`src/rtl/spi_regcmd_pkg.sv`:
```
package spi_regcmd_pkg;

    typedef enum logic [1:0] {
        ST_HEADER  = 2'd0,
        ST_DATA    = 2'd1,
        ST_TAIL    = 2'd2,
        ST_DISCARD = 2'd3
    } cmd_state_e;

    // Field positions are protocol-defined: the host encodes them.
    typedef struct packed {
        logic        is_data;
        logic        bad_flag;
        logic        write;
        logic        hold;
        logic [3:0]  map;
        logic [15:0] addr;
        logic [6:0]  cnt_m1;
        logic        par;
    } cmd_hdr_t;

    localparam int WORD_W = 32;

    // Rewrites bit 0 so the whole word has odd parity.
    function automatic logic [WORD_W-1:0] seal_odd(input logic [WORD_W-1:0] w);
        logic [WORD_W-1:0] t;
        t    = w;
        t[0] = 1'b0;
        t[0] = ~(^t);
        return t;
    endfunction

endpackage

```
`src/rtl/spi_regcmd_decode.sv`:
```
module spi_regcmd_decode
    import spi_regcmd_pkg::*;
(
    input  logic [WORD_W-1:0] word,
    output logic              par_ok,
    output logic              is_data,
    output logic              write,
    output logic              hold,
    output logic [3:0]        map,
    output logic [15:0]       addr,
    output logic [6:0]        cnt_m1
);

    cmd_hdr_t h;

    always_comb begin
        h       = cmd_hdr_t'(word);
        // Parity spans every header bit, including the ignored flag bit.
        par_ok  = ^h;
        is_data = h.is_data;
        write   = h.write;
        hold    = h.hold;
        map     = h.map;
        addr    = h.addr;
        cnt_m1  = h.cnt_m1;
    end

endmodule

```
`src/rtl/spi_regcmd_fsm.sv`:
```
module spi_regcmd_fsm
    import spi_regcmd_pkg::*;
(
    input  logic              clk,
    input  logic              rst_n,
    input  logic              txn_active,
    input  logic              word_stb,
    input  logic [WORD_W-1:0] mosi_word,
    input  logic              par_ok,
    input  logic              is_data,
    input  logic              write,
    input  logic              hold,
    input  logic [3:0]        map,
    input  logic [15:0]       addr,
    input  logic [6:0]        cnt_m1,
    output logic              acc_we,
    output logic              acc_re,
    output logic [3:0]        acc_map,
    output logic [15:0]       acc_addr,
    output logic [WORD_W-1:0] acc_wdata,
    input  logic [WORD_W-1:0] acc_rdata,
    output logic [WORD_W-1:0] miso_word
);

    cmd_state_e        state_q, state_d;
    logic [15:0]       addr_q;
    logic [3:0]        map_q;
    logic [6:0]        rem_q;
    logic              wr_q;
    logic              hold_q;
    logic              sticky_q;
    logic [WORD_W-1:0] miso_q;
    logic [WORD_W-1:0] echo;

    // State register
    always_ff @(posedge clk) begin
        if (!rst_n) state_q <= ST_HEADER;
        else        state_q <= state_d;
    end

    // Next state and access strobes
    always_comb begin
        state_d = state_q;
        acc_we  = 1'b0;
        acc_re  = 1'b0;
        if (!txn_active) begin
            state_d = ST_HEADER;
        end else if (word_stb) begin
            unique case (state_q)
                ST_HEADER: begin
                    if (!par_ok || is_data) state_d = ST_DISCARD;
                    else                    state_d = ST_DATA;
                end
                ST_DATA: begin
                    acc_we = wr_q;
                    acc_re = !wr_q;
                    if (rem_q == 7'd0) state_d = ST_TAIL;
                end
                ST_TAIL:    state_d = ST_HEADER;
                ST_DISCARD: state_d = ST_DISCARD;
                default:    state_d = ST_HEADER;
            endcase
        end
    end

    assign acc_map   = map_q;
    assign acc_addr  = addr_q;
    assign acc_wdata = mosi_word;
    assign miso_word = miso_q;

    always_comb begin
        echo     = mosi_word;
        echo[30] = sticky_q;
        echo     = seal_odd(echo);
    end

    // Datapath and response register
    always_ff @(posedge clk) begin
        if (!rst_n) begin
            addr_q   <= '0;
            map_q    <= '0;
            rem_q    <= '0;
            wr_q     <= 1'b0;
            hold_q   <= 1'b0;
            sticky_q <= 1'b0;
            miso_q   <= '0;
        end else if (!txn_active) begin
            miso_q <= '0;
        end else if (word_stb) begin
            unique case (state_q)
                ST_HEADER: begin
                    if (!par_ok) begin
                        sticky_q <= 1'b1;
                        miso_q   <= '0;
                    end else if (is_data) begin
                        miso_q <= '0;
                    end else begin
                        miso_q   <= echo;
                        sticky_q <= 1'b0;
                        addr_q   <= addr;
                        map_q    <= map;
                        rem_q    <= cnt_m1;
                        wr_q     <= write;
                        hold_q   <= hold;
                    end
                end
                ST_DATA: begin
                    miso_q <= wr_q ? mosi_word : acc_rdata;
                    if (!hold_q) addr_q <= addr_q + 16'd1;
                    rem_q  <= rem_q - 7'd1;
                end
                ST_TAIL:    miso_q <= '0;
                ST_DISCARD: miso_q <= '0;
                default:    miso_q <= '0;
            endcase
        end
    end

    p_idle_quiet_r1: assert property (@(posedge clk) disable iff (!rst_n)
        !txn_active |=> miso_q == '0);

    p_one_access_r3: assert property (@(posedge clk) disable iff (!rst_n)
        $onehot0({acc_we, acc_re}));

    p_addr_step_r5: assert property (@(posedge clk) disable iff (!rst_n)
        (txn_active && word_stb && state_q == ST_DATA && !hold_q)
        |=> addr_q == $past(addr_q) + 16'd1);

    p_addr_hold_r6: assert property (@(posedge clk) disable iff (!rst_n)
        (txn_active && word_stb && state_q == ST_DATA && hold_q)
        |=> $stable(addr_q));

    p_tail_no_access_r8: assert property (@(posedge clk) disable iff (!rst_n)
        state_q == ST_TAIL |-> !acc_we && !acc_re);

    p_bad_sticky_r10: assert property (@(posedge clk) disable iff (!rst_n)
        (txn_active && word_stb && state_q == ST_HEADER && !par_ok)
        |=> sticky_q && state_q == ST_DISCARD);

    p_discard_silent_r10: assert property (@(posedge clk) disable iff (!rst_n)
        state_q == ST_DISCARD |-> !acc_we && !acc_re);

endmodule

```
`src/rtl/spi_regcmd_bank.sv`:
```
module spi_regcmd_bank
    import spi_regcmd_pkg::*;
#(
    parameter int BANK_MAP   = 1,
    parameter int BANK_DEPTH = 16
) (
    input  logic              clk,
    input  logic              rst_n,
    input  logic              we,
    input  logic              re,
    input  logic [3:0]        map,
    input  logic [15:0]       addr,
    input  logic [WORD_W-1:0] wdata,
    output logic [WORD_W-1:0] rdata
);

    localparam int          IDX_W   = (BANK_DEPTH > 1) ? $clog2(BANK_DEPTH) : 1;
    localparam logic [16:0] DEPTH_V = 17'(BANK_DEPTH);
    localparam logic [3:0]  MAP_V   = 4'(BANK_MAP);
    localparam logic [31:0] RST_BASE = 32'hA500_0000;

    logic [WORD_W-1:0] mem [BANK_DEPTH];
    logic              hit;
    logic [IDX_W-1:0]  idx;

    assign hit = (map == MAP_V) && ({1'b0, addr} < DEPTH_V);
    assign idx = addr[IDX_W-1:0];

    for (genvar i = 0; i < BANK_DEPTH; i++) begin : g_reg
        always_ff @(posedge clk) begin
            if (!rst_n)
                mem[i] <= RST_BASE + 32'(i);
            else if (we && hit && idx == IDX_W'(i))
                mem[i] <= wdata;
        end
    end

    assign rdata = (re && hit) ? mem[idx] : '0;

    p_write_lands_r3: assert property (@(posedge clk) disable iff (!rst_n)
        (we && hit) |=> mem[$past(idx)] == $past(wdata));

endmodule

```
`src/rtl/spi_regcmd_engine.sv`:
```
module spi_regcmd_engine
    import spi_regcmd_pkg::*;
#(
    parameter int BANK_MAP   = 1,
    parameter int BANK_DEPTH = 16
) (
    input  logic        clk,
    input  logic        rst_n,
    input  logic        txn_active,
    input  logic        word_stb,
    input  logic [31:0] mosi_word,
    output logic [31:0] miso_word
);

    logic        par_ok, is_data, write, hold;
    logic [3:0]  map;
    logic [15:0] addr;
    logic [6:0]  cnt_m1;
    logic        acc_we, acc_re;
    logic [3:0]  acc_map;
    logic [15:0] acc_addr;
    logic [31:0] acc_wdata, acc_rdata;

    spi_regcmd_decode u_decode (
        .word    (mosi_word),
        .par_ok  (par_ok),
        .is_data (is_data),
        .write   (write),
        .hold    (hold),
        .map     (map),
        .addr    (addr),
        .cnt_m1  (cnt_m1)
    );

    spi_regcmd_fsm u_fsm (
        .clk        (clk),
        .rst_n      (rst_n),
        .txn_active (txn_active),
        .word_stb   (word_stb),
        .mosi_word  (mosi_word),
        .par_ok     (par_ok),
        .is_data    (is_data),
        .write      (write),
        .hold       (hold),
        .map        (map),
        .addr       (addr),
        .cnt_m1     (cnt_m1),
        .acc_we     (acc_we),
        .acc_re     (acc_re),
        .acc_map    (acc_map),
        .acc_addr   (acc_addr),
        .acc_wdata  (acc_wdata),
        .acc_rdata  (acc_rdata),
        .miso_word  (miso_word)
    );

    spi_regcmd_bank #(
        .BANK_MAP   (BANK_MAP),
        .BANK_DEPTH (BANK_DEPTH)
    ) u_bank (
        .clk   (clk),
        .rst_n (rst_n),
        .we    (acc_we),
        .re    (acc_re),
        .map   (acc_map),
        .addr  (acc_addr),
        .wdata (acc_wdata),
        .rdata (acc_rdata)
    );

endmodule

```
`config.mk`:
```
export PLATFORM = sky130hd
export DESIGN_NAME = spi_regcmd_engine
export DESIGN_NICKNAME = d
export VERILOG_FILES = /design/src/rtl/spi_regcmd_pkg.sv /design/src/rtl/spi_regcmd_decode.sv /design/src/rtl/spi_regcmd_fsm.sv /design/src/rtl/spi_regcmd_bank.sv /design/src/rtl/spi_regcmd_engine.sv
export SDC_FILE = /design/constraint.sdc
export NUM_CORES = 1
export LEC_CHECK = 0
export ABC_AREA = 1
export BUFFER_PORTS_ARGS = -buffer_cell sky130_fd_sc_hd__buf_2
export CORE_MARGIN = 1
export CORE_UTILIZATION = 23
export DETAILED_ROUTE_END_ITERATION = 8
export GPL_ROUTABILITY_DRIVEN = 1
export GPL_TIMING_DRIVEN = 1
export PLACE_DENSITY = 0.41
export REMOVE_ABC_BUFFERS = 1
export SETUP_SLACK_MARGIN = 0.4
export SYNTH_ARGS = -nofsm -noshare
export SYNTH_HDL_FRONTEND = slang
export SYNTH_HIERARCHICAL = 1
export SYNTH_SLANG_ARGS = --single-unit
```
`constraint.sdc`:
```
create_clock -name clk -period 4.48 [get_ports clk]
set_input_delay 0 -clock clk [delete_from_list [all_inputs] [get_ports clk]]
set_output_delay 0 -clock clk [all_outputs]
set_load 0.01 [all_outputs]
```
Word level (Yosys, flattened, before mapping)
Memory sizes are Yosys's and may differ from the RTL's. A register that Yosys moved wholly into a read port is not among the register bits.
Index checks and enable logic that the tools add are counted.
{"block": "word_totals", "output_inout_bits": 32, "inputBits": 36, "word_cells": 179, "register_bits": 64, "ramBits": 512, "mem_count": 1}
{"name": "u_bank.mem", "depth": 16, "word_bits": 32, "rd": 1, "rd_ports_with_merged_regs": 1, "wr": 16, "line_no": "spi_regcmd_bank.sv:22", "rtl": "logic [WORD_W-1:0] mem [BANK_DEPTH];"}
{"block": "op_classes", "n_mux": 90, "n_lt_le_gt_ge": 1, "bitwise_logic": 18, "reduce_logical": 35, "n_eq_ne": 24, "addsub": 2}
{"cell": "$mux 32", "count": 19}
{"cell": "$pmux 32 s3", "count": 1}
{"cell": "$reduce_xor 32->1", "count": 2}
{"cell": "$mux 1", "count": 57}
{"cell": "$mux 16", "count": 3}
{"cell": "$eq 4x4->1 const B", "count": 8}
{"cell": "$pmux 16 s2", "count": 1}
{"cell": "$mux 31", "count": 1}
{"cell": "$logic_and 1x1->1", "count": 19}
{"cell": "$add 16x1->16 const B", "count": 1}
{"cell": "$eq 4x3->1 const B", "count": 4}
{"cell": "$lt 16x5->1 const B", "count": 1}
{"cell": "$or 1x1->1", "count": 16}
{"cell": "$mux 7", "count": 2}
{"cell": "$pmux 7 s2", "count": 1}
{"cell": "$reduce_and 5->1", "count": 2}
{"cell": "$eq 4x1->1 const B", "count": 2}
{"cell": "$eq 4x2->1 const B", "count": 2}
{"cell": "$mux 4", "count": 2}
{"cell": "$pmux 2 s4", "count": 1}
{"cell": "$logic_not 7->1", "count": 1}
{"cell": "$sub 7x1->7 const B", "count": 1}
{"cell": "$ne 2x2->1 const B", "count": 3}
{"cell": "$reduce_and 6->1", "count": 1}
{"cell": "other kinds (13)", "count": 19}

Depth between registers and ports, before layout
Gate-level depths: netlist of run 1.
{"block": "depth", "depth_word": 10, "mapped_depth": 21, "depth_no_buf": 20}

Modules after synthesis
Netlist of run 1, hierarchy kept.
{"module": "spi_regcmd_bank", "area_each_um2": 24392.1, "n_inst": 1, "cells_per_inst": 2565, "seq_area_each_um2": 15374.7}
{"module": "spi_regcmd_fsm", "area_each_um2": 4535.6, "n_inst": 1, "cells_per_inst": 766, "seq_area_each_um2": 1281.2}
{"module": "spi_regcmd_decode", "area_each_um2": 1051.0, "n_inst": 1, "cells_per_inst": 245, "seq_area_each_um2": 0.0}

Least setup slack after synthesis of run 1
Ideal clock, no wire load.
{"block": "synth_path", "path_kind": "reg2reg", "startpoint": "reg u_fsm.state_q[1]", "endpoint": "mem u_bank.mem[11][0], enable pin", "synth_period_minus_slack_ns": 2.730, "setup_time_ns": 0.389, "n_path_buf": 3, "setup_slack_ns": 1.750, "required_time_ns": 4.091, "t_arrival_ns": 2.341, "path_stages_with_launch": 12, "cell_sequence": "dfxtp_1 inv_1 ha_1 nand2_1 clkbuf_1 nor2_1 inv_1 nor2_2 buf_6 buf_2 nand2_1 nand2_1"}
{"element": "start, declared", "line_no": "spi_regcmd_fsm.sv:25", "rtl": "cmd_state_e state_q, state_d;"}
{"element": "start signal, assigned", "line_no": "spi_regcmd_fsm.sv:38", "rtl": "else state_q <= state_d;"}
{"element": "end, declared", "line_no": "spi_regcmd_bank.sv:22"}

==> results.ini, run 1 <==
[finish]
final_cells=5318
final_nets=3570
drive_gt1_share_pct=8.252
areaGrowthSynthToFinish_pct=13.65
post-route-util_pct=26.31
fillers=14090

[power_and_ir_drop]
ir_drop_mv=0.2246
power_uw=12740
power_density_nw_per_um2=374.0
power_leakage_uw=0.01354

[critical_path]
r2r-start=u_fsm/state_q[0]$_SDFFE_PN0P_
cp-start-kind=flip-flop
crit_fanout=32
worst-setup-path-type=reg2reg
worstPathRequired_ns=4.71
startpoint=u_fsm/state_q[0]$_SDFFE_PN0P_
crit_arrival_ns=3.45
end_kind=flip-flop

[drt]
drtPass1Iterations=5
drc_errors=0
ant_nets=0
drt_iter0_drc=1749
viasPerCell=4.439
postRouteWirelength_mm=103.3
wl_per_cell_um=19.43
vias=23610

[global_routing]
grt_max_degree=90
grt_first_pass_wirelength_mm=150.6
antenna_found_initial=2
first_global_vias=22400
overflow=0
grt_use_total_pct=15.35

[yosys]
ys_ff_latch=576
synth_cells=3576
seq_area_frac_synth_pct=55.56
yosys.cell_types.count=41
syn_area_per_cell_um2=8.383
yosysWarnings=6
netlist_area_um2=29980

[timing]
finalSetupViolCount=0
finalHoldViolCount=0
finalCriticalPeriod_ns=3.217
drv_slew=0
slew_headroom_pct=34.37
rsz0062_at_grt=false
worstMarginPinSlew_ns=0.9810
fin_skew_ns=0.02314
max_freq_mhz=310.9
period_share_pct=71.81

[job]
max_cap_viol_count=0

[placement]
io_buffers=67
gp_congestion=0.7991
dp_hpwl_mm=64.86
placedCellCount=5164

[floorplanning]
die_h_um=363.0
die-area_um2=131800
rows=132
ios=68
core_um2=129500
initial_core_util_pct=23.15
die_x_um=363.0

[outcome]
outcome=finished clean

[worst_hold_path]
hp-start=mosi_word[19]
hold_class=in2reg

[clock_tree]
cts_buffers=69
cts_tree=yes
clock_sinks=576
root_buffer=clkbuf_16
post_cts_buffers=0
path_clk_slew_ns=0.06
clk_latency_ns=0.61
cts_buffer_depth=3
htree_levels=3

routing by layer:
| metal | vias to the layer above | share of wire (%) | wire (um) | global-route usage, % |
|---|---|---|---|---|
| met3 | 107 | 5.9 | 6124 | 2.526 |
| met1 | 11460 | 47 | 48980 | 21.79 |
| li1 | 11430 | - | - | - |
| met4 | 2 | 1.6 | 1657 | 3.425 |
| met5 | - | 0.012 | 12 | 0 |
| met2 | 606 | 45 | 46550 | 24.27 |
report_power, final:
group	internal, uW	switching [uW]	leakage, uW
logic	292	917	0.00703
registers	5970	68.3	0.00547
clock network	3220	2270	0.00104
total	9490	3260	0.0135
critical path: stages, from the launching register on:
cell and delay, ns:
dfxtp_1 0.38, ha_1 0.18, buf_4 0.29, nand2_1 0.11, nor2_1 0.10, inv_1 0.07
nor2_4 0.63, buf_4 0.40, nand2_1 0.10, nand2_2 0.06, buf_4 0.44
timing repair:
action / 4_1_cts / 5_1_grt
gates resized for setup: 0 / 0
endpoints found under the hold margin: 108 / 0
hold buffers: 36 / 0
through the flow:
stage               TNS [ns]  cell area [um^2]  setup WS (ns)  hold WS, ns
floorplan           -3250.86             28420         -6.742       0.1111
global placement           0             31580          1.316       0.3563
detailed placement         0             31580          1.324       0.3529
CTS                        0             34070          1.292       0.2765
global route               0             34070          1.076       0.3263
finish                     0             34070          1.263       0.3141
layout make-up:
type	instances	area (um^2)	area share, %
sequential	576	16660	48.91
clock inverter	22	201.4	0.5913
timing repair buffer	161	1262	3.705
inverter	329	1242	3.647
clock buffer	95	1929	5.663
tap	1742	2180	6.397
antenna	1	2.502	0.007345
multi-input combinational	2392	10590	31.08
placed cells by master (no fill, tap or decap), drive strengths merged, types with 3 or more instances in the layout:
master,count
xor2,3
o22ai,29
dlygate4sd3,36
or2,6
clkinv,19
nor3,10
xnor2,3
a31oi,35
buf,125
dfxtp,64
o21bai,31
ha,5
bufinv,4
nand2,967
nand3,68
inv,327
nor2,844
nand4,129
nand3b,3
a211oi,5
a21oi,25
o21ai,221
o211ai,3
clkbuf,95
edfxtp,512
worst paths after layout:
check	slack, ns	cells past startpoint	endpoint
min	0.31	4	u_fsm/miso_word[19]$_SDFFE_PN0P_
max	1.26	10	u_bank/mem[10][19]$_SDFFCE_PN0P_
max reg2reg	1.26	10	u_bank/mem[10][19]$_SDFFCE_PN0P_
min reg2reg	0.46	2	u_fsm/rem_q[6]$_SDFFE_PN0P_
sequential cells by signal, indices dropped and copies added, names as in the netlist:
| name | count |
|---|---|
| u_bank/mem | 512 |
| u_fsm/miso_word | 32 |
| u_fsm/acc_addr | 16 |
| u_fsm/rem_q | 7 |
| u_fsm/acc_map | 4 |
| u_fsm/state_q | 2 |
| u_fsm/hold_q | 1 |
| u_fsm/sticky_q | 1 |
| u_fsm/wr_q | 1 |
synthesized netlist by cell type (all sizes together):
library cell / n / area share, %
nand2: 967 / 12
nor2: 844 / 11
edfxtp: 512 / 51
inv: 328 / 4.1
o21ai: 221 / 3.7
buf: 178 / 3.9
nand4: 129 / 2.7
clkbuf: 101 / 1.3
nand3: 68 / 1.8
dfxtp: 64 / 4.3
a31oi: 35 / 0.73
o21bai: 31 / 0.78
o22ai: 29 / 0.61
a21oi: 25 / 0.49
nor3: 10 / 0.20
or2: 6 / 0.13
a211oi: 5 / 0.13
ha: 5 / 0.21
nand3b: 3 / 0.075
o211ai: 3 / 0.075
xnor2: 3 / 0.088
xor2: 3 / 0.088
a21boi: 1 / 0.025
a221oi: 1 / 0.029
a311oi: 1 / 0.029
clkinv: 1 / 0.013
nor4: 1 / 0.021
o31ai: 1 / 0.025
cell families after synthesis:
group	count (synthesis)	synth area share (%)
adder cells (fa/ha/maj)	5	0.2087
AO/OA/AOI/OAI	353	6.603
flip-flops	576	55.56
XOR/XNOR	6	0.1753
AND/OR/NAND/NOR	2028	28.14
buffers and inverters	608	9.311
(Power assumes the default switching activity.)
==> inputs of run 2 (changes only) <==
- ABC_AREA: 1 -> 0
- clock period: 4.48 -> 3.2 ns (I/O delays scaled with it)
==> run 2 against run 1 <==
Global-route usage rose by 1.0 points. Die area fell by 8.8%. Routed wire length fell by 2.4%. Via count fell by 20%. Area after synthesis fell by 8.8%. Flip-flop and latch count did not move. Non-clock buffer count rose by 87. First-iteration DRC count fell by 6.2%. Critical path type unchanged. Critical endpoint is now u_bank/mem[13][5]$_SDFFCE_PN0P_. Largest power group unchanged.
==> results.ini, run 2 <==
[placement]
io_buffers=67
dp_hpwl_mm=61.44
gp_congestion=0.7881
pre_cts_ws_ns=0.2562

[global_routing]
grt_first_pass_wirelength_mm=141.8
grt_use_total_pct=16.36
antenna_found_initial=5
grt_max_degree=66
overflow=0
first_global_vias=18980

[floorplanning]
core_um2=117900
ios=68
rows=126
die-area_um2=120200
die_h_um=346.7
initial_core_util_pct=23.18
die_x_um=346.7

[yosys]
netlist_area_um2=27330
synth_enable_flop_cells=512
yosysWarnings=6
seq_area_frac_synth_pct=60.94
syn_area_per_cell_um2=12.38
async_reset_ff_share_pct=0
yosys-top-cells-area=edfxtp_1 56%, nor2_1 7.5%, mux4_2 5.3%, mux2i_1 5.0%, dfxtp_1 4.7%
synth_top_cell_area_share_pct=56.25
ys.flop_type=edfxtp_1
synth_area_leader_cell=edfxtp_1
synthTopCellsByCount=543 x nor2_1, 512 x edfxtp_1, 137 x mux2i_1
synth.most_common_cell=nor2_1
yosys.cell_types.count=65
synth_cells=2208
ys_ff_latch=576

[critical_path]
startpoint=u_fsm/acc_addr[9]$_SDFFE_PN0P_
cp-start-kind=flip-flop
crit_slowest_cell=buf_4
worstPathRequired_ns=3.46
r2r_end=u_bank/mem[13][5]$_SDFFCE_PN0P_
crit_top_cell=buf_4
ff2ff_path_depth=6
crit_fanout=15
crit_family=simple AND/OR/NAND/NOR gates
r2r-start=u_fsm/acc_addr[9]$_SDFFE_PN0P_
crit_cells=6
crit_arrival_ns=2.95
worst-setup-path-type=reg2reg
path_cells=nor4_2 -> and4_1 -> nand2_1 -> buf_4 -> o31ai_4 -> buf_4
cpPeakStageDelay_ns=0.42
reg2reg_slack_ns=0.51
cp_num_buf_inv=2
end_kind=flip-flop
worstSetupEndpoint=u_bank/mem[13][5]$_SDFFCE_PN0P_

[clock_tree]
clk_latency_ns=0.63
path_clk_slew_ns=0.06
htree_levels=3
cts_buffer_depth=3
clock_sinks=576
cts_buffers=68
root_buffer=clkbuf_16
cts_tree=yes

[drt]
drc_errors=0
viasPerCell=4.887
ant_nets=0
postRouteWirelength_mm=100.9
drt_iter0_drc=1640
drtPass1Iterations=6
vias=18960
wl_per_cell_um=26.01

[timing]
rsz0062_at_grt=false
max_freq_mhz=371.1
drv_slew=0
timing.hold.ws_ns=0.02526
slew_headroom_pct=45.55
worstMarginPinSlew_ns=0.8158
finalHoldViolCount=0
tns_ns=0
fin_skew_ns=0.02770
period_share_pct=84.21
finalCriticalPeriod_ns=2.695
setup_ws_ns=0.5054
finalSetupViolCount=0

[worst_hold_path]
hold_class=in2reg

[finish]
areaGrowthSynthToFinish_pct=19.05
num_antenna_cells=0
final_cell_mix=539 x nor2_1, 512 x edfxtp_1, 137 x mux2i_1
regMostFlops=u_bank/mem
final_common_cell=nor2_1
final_nets=2333
largest_register_ffs=512
drive_gt1_share_pct=19.29

[power_and_ir_drop]
power_density_nw_per_um2=603.6
ir_drop_mv=0.3631
power_leakage_uw=0.01000

[job]
max_cap_viol_count=0

[outcome]
outcome=finished clean

run 2: cell types whose count changed in the layout (fill, tap and decap cells not counted), moves of 35 or more:
cell	delta
nand3_1	+54
a22oi_1	+35
buf_4	+72
o21ai_0	-184
nand2_1	-848
inv_1	-302
nand4_1	-124
nor2_1	-282
xnor2_1	+36
mux4_2	+64
mux2i_1	+137
run 2: cell families after synthesis:
| family | share of synthesized area, % |
|---|---|
| compound gates | 6.354 |
| xor+xnor | 2.055 |
| fa+ha+maj | 0.2289 |
| buf+inv | 5.640 |
| flops | 60.94 |
| mux | 10.33 |
| simple gates | 14.45 |
run 2: metal layers:
| metal | vias up | part of all wire [%] | GRT usage [%] |
|---|---|---|---|
| li1 | 8264 | - | - |
| met1 | 9811 | 45 | 22.83 |
| met2 | 750 | 47 | 26.20 |
| met3 | 127 | 6.0 | 2.132 |
| met4 | 4 | 2.6 | 5.120 |
| met5 | - | 0.017 | 0 |
run 2: stage by stage:
stage          util (%)  instance area [um^2]  power (uW)  std cells
2_1_floorplan         -                 25850       10690       1974
5_1_grt           27.59                 32540       20270       3879
3_3_place_gp      25.41                 29960       11950       3726
3_5_place_dp      25.41                 29960       11960       3726
4_1_cts           27.43                 32350       19600       3871
6_report          27.59                 32540       19640       3879
run 2: tightest hold or removal path, delay by kind of cell:
kind            cells  cell delay (ns)
buf+inv             2             0.31
compound gates      2             0.27
run 2: repair_timing:
action / CTS / global route
hold endpoints to repair: 93 / 0
resized for setup: 0 / 12
endpoints found under the setup margin: 0 / 61
hold buffers: 24 / 0
buffers inserted: 0 / 8
run 2: cell type report:
type / instances / area, um^2
fill: 12140 / 85380
sequential: 576 / 16660
multi-input combinational: 1383 / 9519
timing repair buffer: 248 / 2236
tap: 1536 / 1922
clock buffer: 90 / 1846
clock inverter: 31 / 297.8
inverter: 15 / 56.30
run 2: worst min-delay path by stage:
stage / from / endpoint / cells after the start / slack [ns]
floorplan: word_stb / u_fsm/miso_word[10]$_SDFFE_PN0P_ / 1 / 0.1
detailed placement: txn_active / u_fsm/sticky_q$_SDFFE_PN0P_ / 3 / 0.40
global placement: txn_active / u_fsm/sticky_q$_SDFFE_PN0P_ / 3 / 0.39
global route: mosi_word[21] / u_fsm/acc_addr[13]$_SDFFE_PN0P_ / 4 / 0.05
finish: mosi_word[21] / u_fsm/miso_word[21]$_SDFFE_PN0P_ / 4 / 0.03
CTS: mosi_word[21] / u_fsm/miso_word[21]$_SDFFE_PN0P_ / 4 / 0.006
run 2: where the power goes:
group,internal (uW),switching (uW),leakage (uW),total [uW]
Sequential,8410,165,0.00546,8580
Combinational,1330,2120,0.00351,3450
Clock,4340,3260,0.00103,7610
Total,14100,5550,0.0100,19600
